<file path="src/rtl/i2c_oa_pkg.sv">
package i2c_oa_pkg;
    localparam int WORD_W   = 32;
    localparam int ADDR_W   = 10;
    localparam int SHORT_W  = 7;
    localparam int EN_POS   = 15;
    localparam int MODE_POS = 10;

    typedef enum logic {
        WR_IDLE = 1'b0,
        WR_BUSY = 1'b1
    } wr_state_e;
endpackage

</file>
<file path="src/rtl/oa_wr_ctrl.sv">
module oa_wr_ctrl #(
    parameter int BUSY_CYCLES = 3
) (
    input  logic clk,
    input  logic rst_n,
    input  logic wr_en,
    output logic wr_fire,
    output logic wr_ready
);
    import i2c_oa_pkg::*;

    localparam int CNT_W = (BUSY_CYCLES > 1) ? $clog2(BUSY_CYCLES) : 1;
    localparam logic [CNT_W-1:0] LOAD = CNT_W'(BUSY_CYCLES - 1);

    wr_state_e        state_q, state_d;
    logic [CNT_W-1:0] cnt_q,   cnt_d;

    // state register
    always_ff @(posedge clk or negedge rst_n) begin
        if (!rst_n) begin
            state_q <= WR_IDLE;
            cnt_q   <= '0;
        end else begin
            state_q <= state_d;
            cnt_q   <= cnt_d;
        end
    end

    // next state and outputs
    always_comb begin
        state_d  = state_q;
        cnt_d    = cnt_q;
        wr_ready = 1'b0;
        wr_fire  = 1'b0;
        unique case (state_q)
            WR_IDLE: begin
                wr_ready = 1'b1;
                if (wr_en) begin                 // accept
                    wr_fire = 1'b1;
                    state_d = WR_BUSY;
                    cnt_d   = LOAD;
                end
            end
            WR_BUSY: begin
                if (cnt_q == '0) state_d = WR_IDLE;  // release
                else             cnt_d   = cnt_q - 1'b1; // hold
            end
            default: state_d = WR_IDLE;
        endcase
    end
endmodule

</file>
<file path="src/rtl/oa_store.sv">
module oa_store
    import i2c_oa_pkg::*;
(
    input  logic              clk,
    input  logic              rst_n,
    input  logic              wr_fire,
    input  logic [WORD_W-1:0] wr_data,
    output logic              en_o,
    output logic              mode_o,
    output logic [ADDR_W-1:0] addr_o
);
    always_ff @(posedge clk or negedge rst_n) begin
        if (!rst_n) begin
            en_o   <= 1'b0;
            mode_o <= 1'b0;
            addr_o <= '0;
        end else if (wr_fire) begin
            en_o <= wr_data[EN_POS];
            if (!en_o) begin          // lock judged on the pre-write enable
                mode_o <= wr_data[MODE_POS];
                addr_o <= wr_data[ADDR_W-1:0];
            end
        end
    end
endmodule

</file>
<file path="src/rtl/oa_match.sv">
module oa_match
    import i2c_oa_pkg::*;
(
    input  logic              en,
    input  logic              mode,
    input  logic [ADDR_W-1:0] own_addr,
    input  logic              rx_valid,
    input  logic              rx_is10,
    input  logic [ADDR_W-1:0] rx_addr,
    output logic              ack,
    output logic              nack
);
    logic [ADDR_W-1:0] own_cmp, rx_cmp;
    logic              hit;

    always_comb begin
        own_cmp = mode    ? own_addr
                          : {{(ADDR_W-SHORT_W){1'b0}}, own_addr[SHORT_W:1]};
        rx_cmp  = rx_is10 ? rx_addr
                          : {{(ADDR_W-SHORT_W){1'b0}}, rx_addr[SHORT_W-1:0]};
        hit     = (mode == rx_is10) && (own_cmp == rx_cmp);
        ack     = rx_valid && en && hit;
        nack    = rx_valid && !(en && hit);
    end
endmodule

</file>
<file path="src/rtl/i2c_own_addr.sv">
module i2c_own_addr #(
    parameter int BUSY_CYCLES = 3
) (
    input  logic        clk,
    input  logic        rst_n,
    input  logic        wr_en,
    input  logic [31:0] wr_data,
    output logic        wr_ready,
    output logic [31:0] rd_data,
    input  logic        rx_valid,
    input  logic        rx_is10,
    input  logic [9:0]  rx_addr,
    output logic        addr_ack,
    output logic        addr_nack
);
    import i2c_oa_pkg::*;

    logic              wr_fire;
    logic              en_q, mode_q;
    logic [ADDR_W-1:0] addr_q;

    oa_wr_ctrl #(.BUSY_CYCLES(BUSY_CYCLES)) u_ctrl (
        .clk      (clk),
        .rst_n    (rst_n),
        .wr_en    (wr_en),
        .wr_fire  (wr_fire),
        .wr_ready (wr_ready)
    );

    oa_store u_store (
        .clk     (clk),
        .rst_n   (rst_n),
        .wr_fire (wr_fire),
        .wr_data (wr_data),
        .en_o    (en_q),
        .mode_o  (mode_q),
        .addr_o  (addr_q)
    );

    oa_match u_match (
        .en       (en_q),
        .mode     (mode_q),
        .own_addr (addr_q),
        .rx_valid (rx_valid),
        .rx_is10  (rx_is10),
        .rx_addr  (rx_addr),
        .ack      (addr_ack),
        .nack     (addr_nack)
    );

    always_comb begin
        rd_data                 = '0;
        rd_data[EN_POS]         = en_q;
        rd_data[MODE_POS]       = mode_q;
        rd_data[ADDR_W-1:0]     = addr_q;
    end
endmodule

</file>
<file path="config.mk">
export PLATFORM = sky130hd
export DESIGN_NAME = i2c_own_addr
export DESIGN_NICKNAME = d
export VERILOG_FILES = /design/src/rtl/i2c_oa_pkg.sv /design/src/rtl/oa_wr_ctrl.sv /design/src/rtl/oa_store.sv /design/src/rtl/oa_match.sv /design/src/rtl/i2c_own_addr.sv
export SDC_FILE = /design/constraint.sdc
export NUM_CORES = 1
export LEC_CHECK = 0
export BUFFER_PORTS_ARGS = -buffer_cell sky130_fd_sc_hd__buf_2
export CAP_MARGIN = 20
export CELL_PAD_IN_SITES_DETAIL_PLACEMENT = 1
export CELL_PAD_IN_SITES_GLOBAL_PLACEMENT = 2
export CORE_UTILIZATION = 24
export CTS_BUF_LIST = sky130_fd_sc_hd__clkbuf_8
export DETAILED_ROUTE_END_ITERATION = 12
export GPL_ROUTABILITY_DRIVEN = 0
export HOLD_SLACK_MARGIN = 0.12
export PLACE_DENSITY_LB_ADDON = 0.1
export SLEW_MARGIN = 20
export SYNTH_ARGS = -nofsm -noshare
export SYNTH_HDL_FRONTEND = slang
export SYNTH_HIERARCHICAL = 1
export SYNTH_SLANG_ARGS = --single-unit
export TNS_END_PERCENT = 100
</file>
<file path="constraint.sdc">
create_clock -name clk -period 3.62 [get_ports clk]
set_input_delay 0.724 -clock clk [delete_from_list [all_inputs] [get_ports clk]]
set_output_delay 0.724 -clock clk [all_outputs]
set_load 0.02 [all_outputs]
</file>
# Word level (Yosys, flattened, before mapping)
# Cells that the tools add are included.
# word_totals
reg_bits	15
latchBits	0
mem_bits_rw	0
rom_bits	0
inputBits	47
output_inout_bits	35
n_memories	0
# op_classes
addsub	1
mul	0
div	0
magnitude_cmp	0
eq_ne	4
shift	0
n_mux	10
n_bitwise	2
n_reduce_logical	9
# op_table
cell	count
2-to-1 mux 10 bit	2
equality test 10 bit	1
logical AND 1 bit	5
2-to-1 mux 1 bit	4
2-to-1 mux 2 bit	2
inequality test 2 bit, second input constant	2
one-hot mux 2 bit (2 select lines)	1
AND reduction 2 bit	2
logical NOT 2 bit	1
inverter 1 bit	2
one-hot mux 1 bit (2 select lines)	1
subtractor 2 x 1 -> 2 bit, second input constant	1
equality test 1 bit	1
logical NOT 1 bit	1

# Longest topological paths before layout
# Gate-level depths: netlist (run 1).
# logic_depth
word_depth	6
depth_mapped	5
mapped_depth_nobuf	4

# Modules after synthesis
# The synthesis (run 1) kept the hierarchy.
# by_module_without_submodules
mod	instances	cells_each	area_each_um2	seq_area_each_um2
oa_store	1	26	506.7	300.3
oa_match	1	32	265.3	0.0
i2c_own_addr	1	23	168.9	0.0
oa_wr_ctrl	1	13	156.4	75.1

# Worst setup path after synthesis (run 1)
# OpenSTA, ideal clock, no wires.
# synth_path
path_kind	input to output
from	in rx_addr[5]
to	out addr_ack
t_arrival_ns	1.712
setup_slack_ns	1.184
cell_stages	4
path_buffers	0
cell_sequence	xor2_1 > o32ai_2 > nand4_1 > nor4_2
# synth_via
elab_chain_cells	4
# synth_rtl
item	line_no	source
start: declaration	i2c_own_addr.sv:12	input logic [9:0] rx_addr,
2-to-1 mux 10 bit	oa_match.sv:19	rx_cmp = rx_is10 ? rx_addr
equality test 10 bit	oa_match.sv:21	hit = (mode == rx_is10) && (own_cmp == rx_cmp);
logical AND 1 bit	oa_match.sv:21	
logical AND 1 bit	oa_match.sv:22	ack = rx_valid && en && hit;
end: declaration	i2c_own_addr.sv:13	output logic addr_ack,
# No other way between the ends.

# Worst setup path after layout (run 1)
# layout_path
from	reg u_store.mode_o
to	out addr_ack
# layout_via
elab_chain_cells	4
elab_cells_between_ends	5
# layout_rtl
item	line_no	source
start: declaration	oa_store.sv:9	output logic mode_o,
start signal: assignment	oa_store.sv:20	mode_o <= wr_data[MODE_POS];
2-to-1 mux 10 bit	oa_match.sv:17	own_cmp = mode ? own_addr
equality test 10 bit	oa_match.sv:21	
logical AND 1 bit (*)	oa_match.sv:21	
logical AND 1 bit (*)	oa_match.sv:22	
# Every way passes the cells marked *; elsewhere a longest branch is shown, timed or not.

==> key figures, run 1 <==
Outcome
  • Outcome: finished, final reports clean

Detailed routing
  • Detailed Routing Iterations Pass 1: 3
  • Initial drt markers: 7
  • Total wire length: 2350 µm
  • Via count: roughly 730
  • ANT nets after route: 0
  • Average routed wire per standard cell: around 13 µm
  • DR vias/cell: about 3.9
  • Post-route DRC: 0

Logic synthesis
  • Sequential area share after synthesis: approximately a third
  • Ys async rst share: 100%
  • Syn Area/Cell: ~12 µm²
  • Post-synth top flop: dfrtp_1
  • Synth cell types: 28
  • Synthesis Warnings: 6
  • #FFs+latches synth: 15
  • Post-synth EDFFs: 0
  • Mapped Cells: 94
  • Synth Cell Area: 1100 µm²

Clock network
  • Hold bufs inserted after CTS: 0
  • Clock Latency Late Sink: 0.25 ns
  • Setup bufs post-CTS: 0
  • Clock sinks: 15
  • Clock Tree Buf Depth: 2
  • CTS tree: yes
  • CTS Buf Count: 3
  • Clock Tree Root: clkbuf_8
  • H-tree depth: 1
  • # resized after CTS: 0
  • Clock transition at path regs: ~0.060 ns

Setup path
  • Critical path type: flop to output pin
  • CP max stage delay: 0.75 ns
  • Flop2flop setup slack: between 2 and 2.5 ns
  • Worst reg2reg path depth: 3
  • Worst EP required: between 2 and 3 ns
  • WP data arrival: approximately 2.2 ns
  • R2R Path End: u_store/addr_o[6]
  • CP max FO: 13
  • Critical Path Start Type: flop
  • Crit Reg-Reg Startpoint: u_ctrl/state_q
  • CP top delay family: flip-flops
  • WP buf/inv: 1
  • Worst setup EP type: output pin
  • Critical Path, Cell by Cell: mux2i_1, xor2_1, nand4_1, nor4_2, buf_2
  • Critical path's slowest cell: dfrtp_1

Timing
  • Highest clock rate: 346 MHz
  • Tightest hold margin: roughly 0.38 ns
  • Worst-margin pin slew: about 0.64 ns
  • Post-route setup TNS: 0 ns
  • Final critical-path required period: slightly below 3 ns
  • Headroom to the max-slew limit: 57.4%
  • Fin. Hold Viols: 0
  • Slew Viols, Final: 0
  • Setup Viol. Count Final: 0
  • Final Cycle Share: between 70 and 80%
  • Clock Skew: 0.00350 ns
  • RSZ-0062 raised after global routing: no

Final layout
  • Layout area overhead: 17.3%
  • Share of cells above drive strength 1: 46.3%
  • Most frequent cells in the layout: 41 x buf_2, 20 x conb_1, 15 x dfrtp_1
  • Commonest non-fill, non-tap cell in the layout: buf_2
  • Post-layout net count: approximately 180
  • Sequential cell area: about 380 µm²
  • Antenna cell count: 0
  • Area occupied by multi-input gates: about 570 µm²
  • # fillers: between 500 and 600

Place
  • Detail Placement HPWL: between 1500 and 2000 µm
  • PortBufs: around 40

Floorplan
  • Die width: 69.6 µm
  • IO Count: 82
  • DIE HEIGHT: 69.6 µm
  • Num rows: 24
  • Starting Density: 25.0%
  • Core area: 4380 µm²
  • Die area: about 4800 µm²

Power
  • Leakage power: about 0.68 nW
  • Peak supply drop: roughly 250 µV
  • Pwr Total: approximately 1.1 mW
  • Power Density: between 800 and 900 nW/µm²

Min path
  • HP Class: input pin to async pin

Global routing
  • Global-route wire length before repair: 3590 µm
  • Largest net degree at the start of global routing: 16
  • Overall Global Routing Usage: between 9 and 10%
  • Initial antenna violation count: 0
  • Vias in the first global route: around 700
  • Grt total ovfl: 0

Job
  • Max_cap viols: 0
-- final cells by class --
class                   count  share of cell area [%]
clock buffers               3                    3.21
clock inverters             1                   0.292
inverters                   6                    1.75
multi-input cells          68                    44.6
flip-flops and latches     15                    29.2
well taps                  52                    5.05
repair buffers             41                    15.9
-- synth_stat cells, types with 2 or more instances --
master,instances,area [µm²]
a31oi_1,2,12.5
xor2_1,9,78.8
nand4_1,2,12.5
mux2_4,10,150
mux2_2,2,22.5
dfrtp_1,15,375
buf_4,22,165
mux2i_1,7,70.1
inv_1,6,22.5
-- how the worst max path moves through the flow --
stage / from / cells past startpoint / slack, ns / endpoint
2_1_floorplan: rx_addr[5] / 4 / 1.18 / addr_ack
3_3_place_gp: rx_addr[5] / 6 / 0.99 / addr_nack
3_5_place_dp: rx_addr[5] / 6 / 0.96 / addr_ack
4_1_cts: u_store/mode_o / 5 / 0.70 / addr_ack
5_1_grt: u_store/mode_o / 5 / 0.57 / addr_ack
6_report: u_store/mode_o / 5 / 0.73 / addr_ack
-- state kept, by name (all words and copies together), names as in the netlist --
register        flops
u_ctrl/state_q      1
u_store/addr_o     10
u_store/en_o        1
u_ctrl/cnt_q        2
u_store/mode_o      1
-- report_power, final --
group	internal, mW	total (mW)	switching [mW]
logic	0.288	0.577	0.289
registers	0.255	0.376	0.121
clock network	0.0751	0.135	0.0603
-- worst register-to-register path, stage by stage (launching register included) --
cell	delay (ns)
dfrtp_1	0.40
nor2b_2	0.19
nor2b_4	0.46
mux2_2	0.38
-- per-layer routing --
layer	wire length [µm]	up-vias	global-route usage [%]
li1	-	353	-
met1	1030	339	12.5
met2	1180	37	16.2
met3	122	2	1.60
met4	21	0	4.00
met5	0	-	0
-- kinds of logic after synthesis --
kind of cell / count (synthesis) / share of synthesized area, %
fa+ha+maj: 1 / 1.14
mux: 19 / 22.1
simple gates: 10 / 7.41
buf+inv: 30 / 20.0
flops: 15 / 34.2
compound gates: 8 / 6.84
other cells: 1 / 0.342
xor+xnor: 10 / 7.98
-- through the flow --
stage | area (µm²) | util, % | worst slack (ns) | std cells
6_report | 1290 | 29.4 | 0.733 | 186
5_1_grt | 1290 | 29.4 | 0.571 | 186
4_1_cts | 1290 | 29.4 | 0.702 | 186
3_5_place_dp | 1240 | 28.3 | 0.958 | 182
3_3_place_gp | 1240 | 28.3 | 0.987 | 182
2_1_floorplan | 1170 | - | 1.18 | 113
(Power assumes the default switching activity.)
==> run 2, diff against run 1 <==
ABC_AREA = 1   (was unset)
CORE_UTILIZATION = 20   (was 24)
clock period = 2.76 ns   (was 3.62 ns; I/O delays follow)
==> run 2 against run 1 <==
  * Clock power up 30%
  * Via count rose by 54%
  * Setup slack got worse by 0.28 ns
  * Routed wire length increased by 35%
  * Final cell count rose by 56%
  * Combinational power up 34%
  * Total power is 27% higher
  * Largest power group unchanged
==> key figures, run 2 <==
Setup path
  • Worst EP required: between 2 and 2.5 ns
  • CP max FO: 8
  • Critical Path Start Type: flop
  • CP Launch Point: u_store/mode_o
  • Crit Reg-Reg Startpoint: u_ctrl/state_q
  • Critical path type: flop to output pin
  • Worst setup EP type: output pin
  • WP data arrival: ~1.8 ns

Timing
  • Final Cycle Share: 83.5%
  • RSZ-0062 raised after global routing: no
  • Tightest hold margin: 0.207 ns
  • Post-route setup TNS: 0 ns
  • Slew Viols, Final: 0
  • Clock Skew: 0.00105 ns
  • Fin. Hold Viols: 0
  • Setup Viol. Count Final: 0
  • Highest clock rate: about 430 MHz
  • Final critical-path required period: about 2.3 ns

Clock network
  • CTS tree: yes
  • Clock Tree Root: clkbuf_8
  • H-tree depth: 1
  • Setup bufs post-CTS: 0
  • Hold bufs inserted after CTS: 0
  • CTS Buf Count: 3
  • Clock Latency Late Sink: 0.24 ns
  • Clock Tree Buf Depth: 2
  • Clock sinks: 15
  • # resized after CTS: 0
  • Clock transition at path regs: 0.06 ns

Logic synthesis
  • Synth cell count leaders: 73 x nand2_1, 25 x buf_4, 25 x nand3_1, 24 x inv_1, 15 x dfrtp_1
  • Sequential area share after synthesis: 32.4%
  • #FFs+latches synth: 15
  • Synth Cell Area: between 1000 and 1500 µm²
  • Area share of the leading cell type in the synthesized netlist: ~32%
  • Post-synth top flop: dfrtp_1
  • Ys async rst share: between 90% and 100%
  • Synth cell types: 16
  • Post-synth EDFFs: 0
  • Syn Area/Cell: between 6 and 7 µm²
  • Top cells by area, synth: dfrtp_1 32%, nand2_1 24%, buf_4 16%
  • Most common cell in the netlist: nand2_1
  • Mapped Cells: 180
  • Cell taking the most area after synthesis: dfrtp_1
  • Synthesis Warnings: 6

Global routing
  • M1 GR Usage: about 13%
  • Overall Global Routing Usage: approximately 11%
  • M2 GR Usage: 20.4%
  • Largest net degree at the start of global routing: 16
  • Initial antenna violation count: 0
  • Grt total ovfl: 0
  • Vias in the first global route: around 1,200
  • Global-route wire length before repair: 5380 µm
  • GR Layer Usage met3: between 2 and 2.5%
  • Most used routing layer: met2

Detailed routing
  • ANT nets after route: 0
  • Detailed Routing Iterations Pass 1: 3
  • Via count: ~1,100
  • Total wire length: roughly 3200 µm
  • Post-route DRC: 0
  • DR vias/cell: around 3.9
  • Average routed wire per standard cell: between 10 and 15 µm
  • Initial drt markers: 19

Final layout
  • Largest register FFs: 10
  • Antenna cell count: 0
  • # fillers: about 740
  • Most frequent cells in the layout: 73 x nand2_1, 41 x buf_2, 25 x inv_1, 25 x nand3_1, 20 x conb_1
  • Share of cells above drive strength 1: between 20% and 30%
  • Top reg by flops: u_store/addr_o
  • Post-layout net count: 268
  • Layout area overhead: 19.0%
  • Commonest non-fill, non-tap cell in the layout: nand2_1
  • Top Registers: u_store/addr_o x10, u_ctrl/cnt_q x2

Place
  • PortBufs: slightly above 40
  • Detail Placement HPWL: 2640 µm

Job
  • Max_cap viols: 0

Floorplan
  • Num rows: 27
  • Starting Density: around a fifth
  • IO Count: 82
  • Die area: slightly above 6000 µm²
  • Die width: 78.1 µm
  • DIE HEIGHT: 78.1 µm
  • Core area: 5540 µm²

Power
  • Power Density: 1010 nW/µm²
  • Leakage power: about 0.87 nW
  • Peak supply drop: between 200 and 300 µV
  • Pwr Total: around 1.4 mW

Min path
  • HP Class: input pin to async pin

Outcome
  • Outcome: finished, final reports clean
run 2: cell types whose count changed in the layout (fill, tap and decap cells not counted), sizes merged, moves of 3 or more:
cell and delta:
nand3 +25, nor2 +8, mux2i -7, nor2b -3, inv +19, mux2 -12, nand2 +72, xor2 -9
run 2: path summary, 6_finish.rpt:
kind,depth (start not counted),end,slack (ns)
worst max-delay path,9,addr_nack,0.45
worst min-delay path,1,u_store/addr_o[8],0.21
worst max register to register,6,u_store/addr_o[4],1.16
worst min register to register,2,u_store/addr_o[6],0.51
max in group asynchronous,1,u_store/addr_o[3],2.29
min in group clk,2,u_store/addr_o[6],0.51
run 2: layout make-up:
| cell class | instances | area (µm²) | area share [%] |
|---|---|---|---|
| clock buffers | 3 | 41.3 | 3.00 |
| clock inverters | 1 | 3.75 | 0.272 |
| inverters | 25 | 93.8 | 6.81 |
| multi-input cells | 133 | 561 | 40.7 |
| flip-flops and latches | 15 | 375 | 27.2 |
| well taps | 72 | 90.1 | 6.54 |
| repair buffers | 42 | 213 | 15.4 |
run 2: layer usage:
metal	part of all wire [%]	routed length (µm)	vias to the layer above
li1	-	-	578
met1	43	1370	516
met2	50	1590	31
met3	5.7	182	2
met4	0.73	23	0
met5	0	0	-
run 2: cell families (layout without fill, tap and decap cells):
| group | Yosys count | in the layout | synth area share (%) |
|---|---|---|---|
| DFF | 15 | 15 | 32.4 |
| other | 1 | 20 | 0.324 |
| AOI/OAI and AO/OA | 2 | 2 | 0.864 |
| and+or+nand+nor | 110 | 110 | 40.0 |
| buffers and inverters | 51 | 71 | 25.3 |
| adders and majority gates | 1 | 1 | 1.08 |
run 2: per-stage QoR:
| step | area (µm²) | utilization (%) | worst slack [ns] | std cells |
|---|---|---|---|---|
| final | 1380 | 24.9 | 0.454 | 291 |
| after floorplan | 1230 | - | 0.957 | 199 |
| after detailed placement | 1330 | 24.1 | 0.678 | 287 |
| after global routing | 1380 | 24.9 | 0.239 | 291 |
| after global placement | 1330 | 24.1 | 0.695 | 287 |
| after CTS | 1380 | 24.9 | 0.394 | 291 |
run 2: power by group:
group,internal (mW),switching (mW),total (mW),leakage [nW]
combinational,0.249,0.526,0.774,0.660
clock,0.0984,0.0778,0.176,0.0269
sequential,0.326,0.109,0.435,0.185
total,0.673,0.712,1.39,0.871
run 2: worst max-delay path: stages, from the launching register on:
cell and delay [ns]:
dfrtp_1 0.44, inv_1 0.26, nand2_1 0.12, nand3b_1 0.10, nand2_1 0.05, nor2_1 0.12, nand3_1 0.12, nor2_1 0.11
nor2_1 0.04, buf_2 0.15
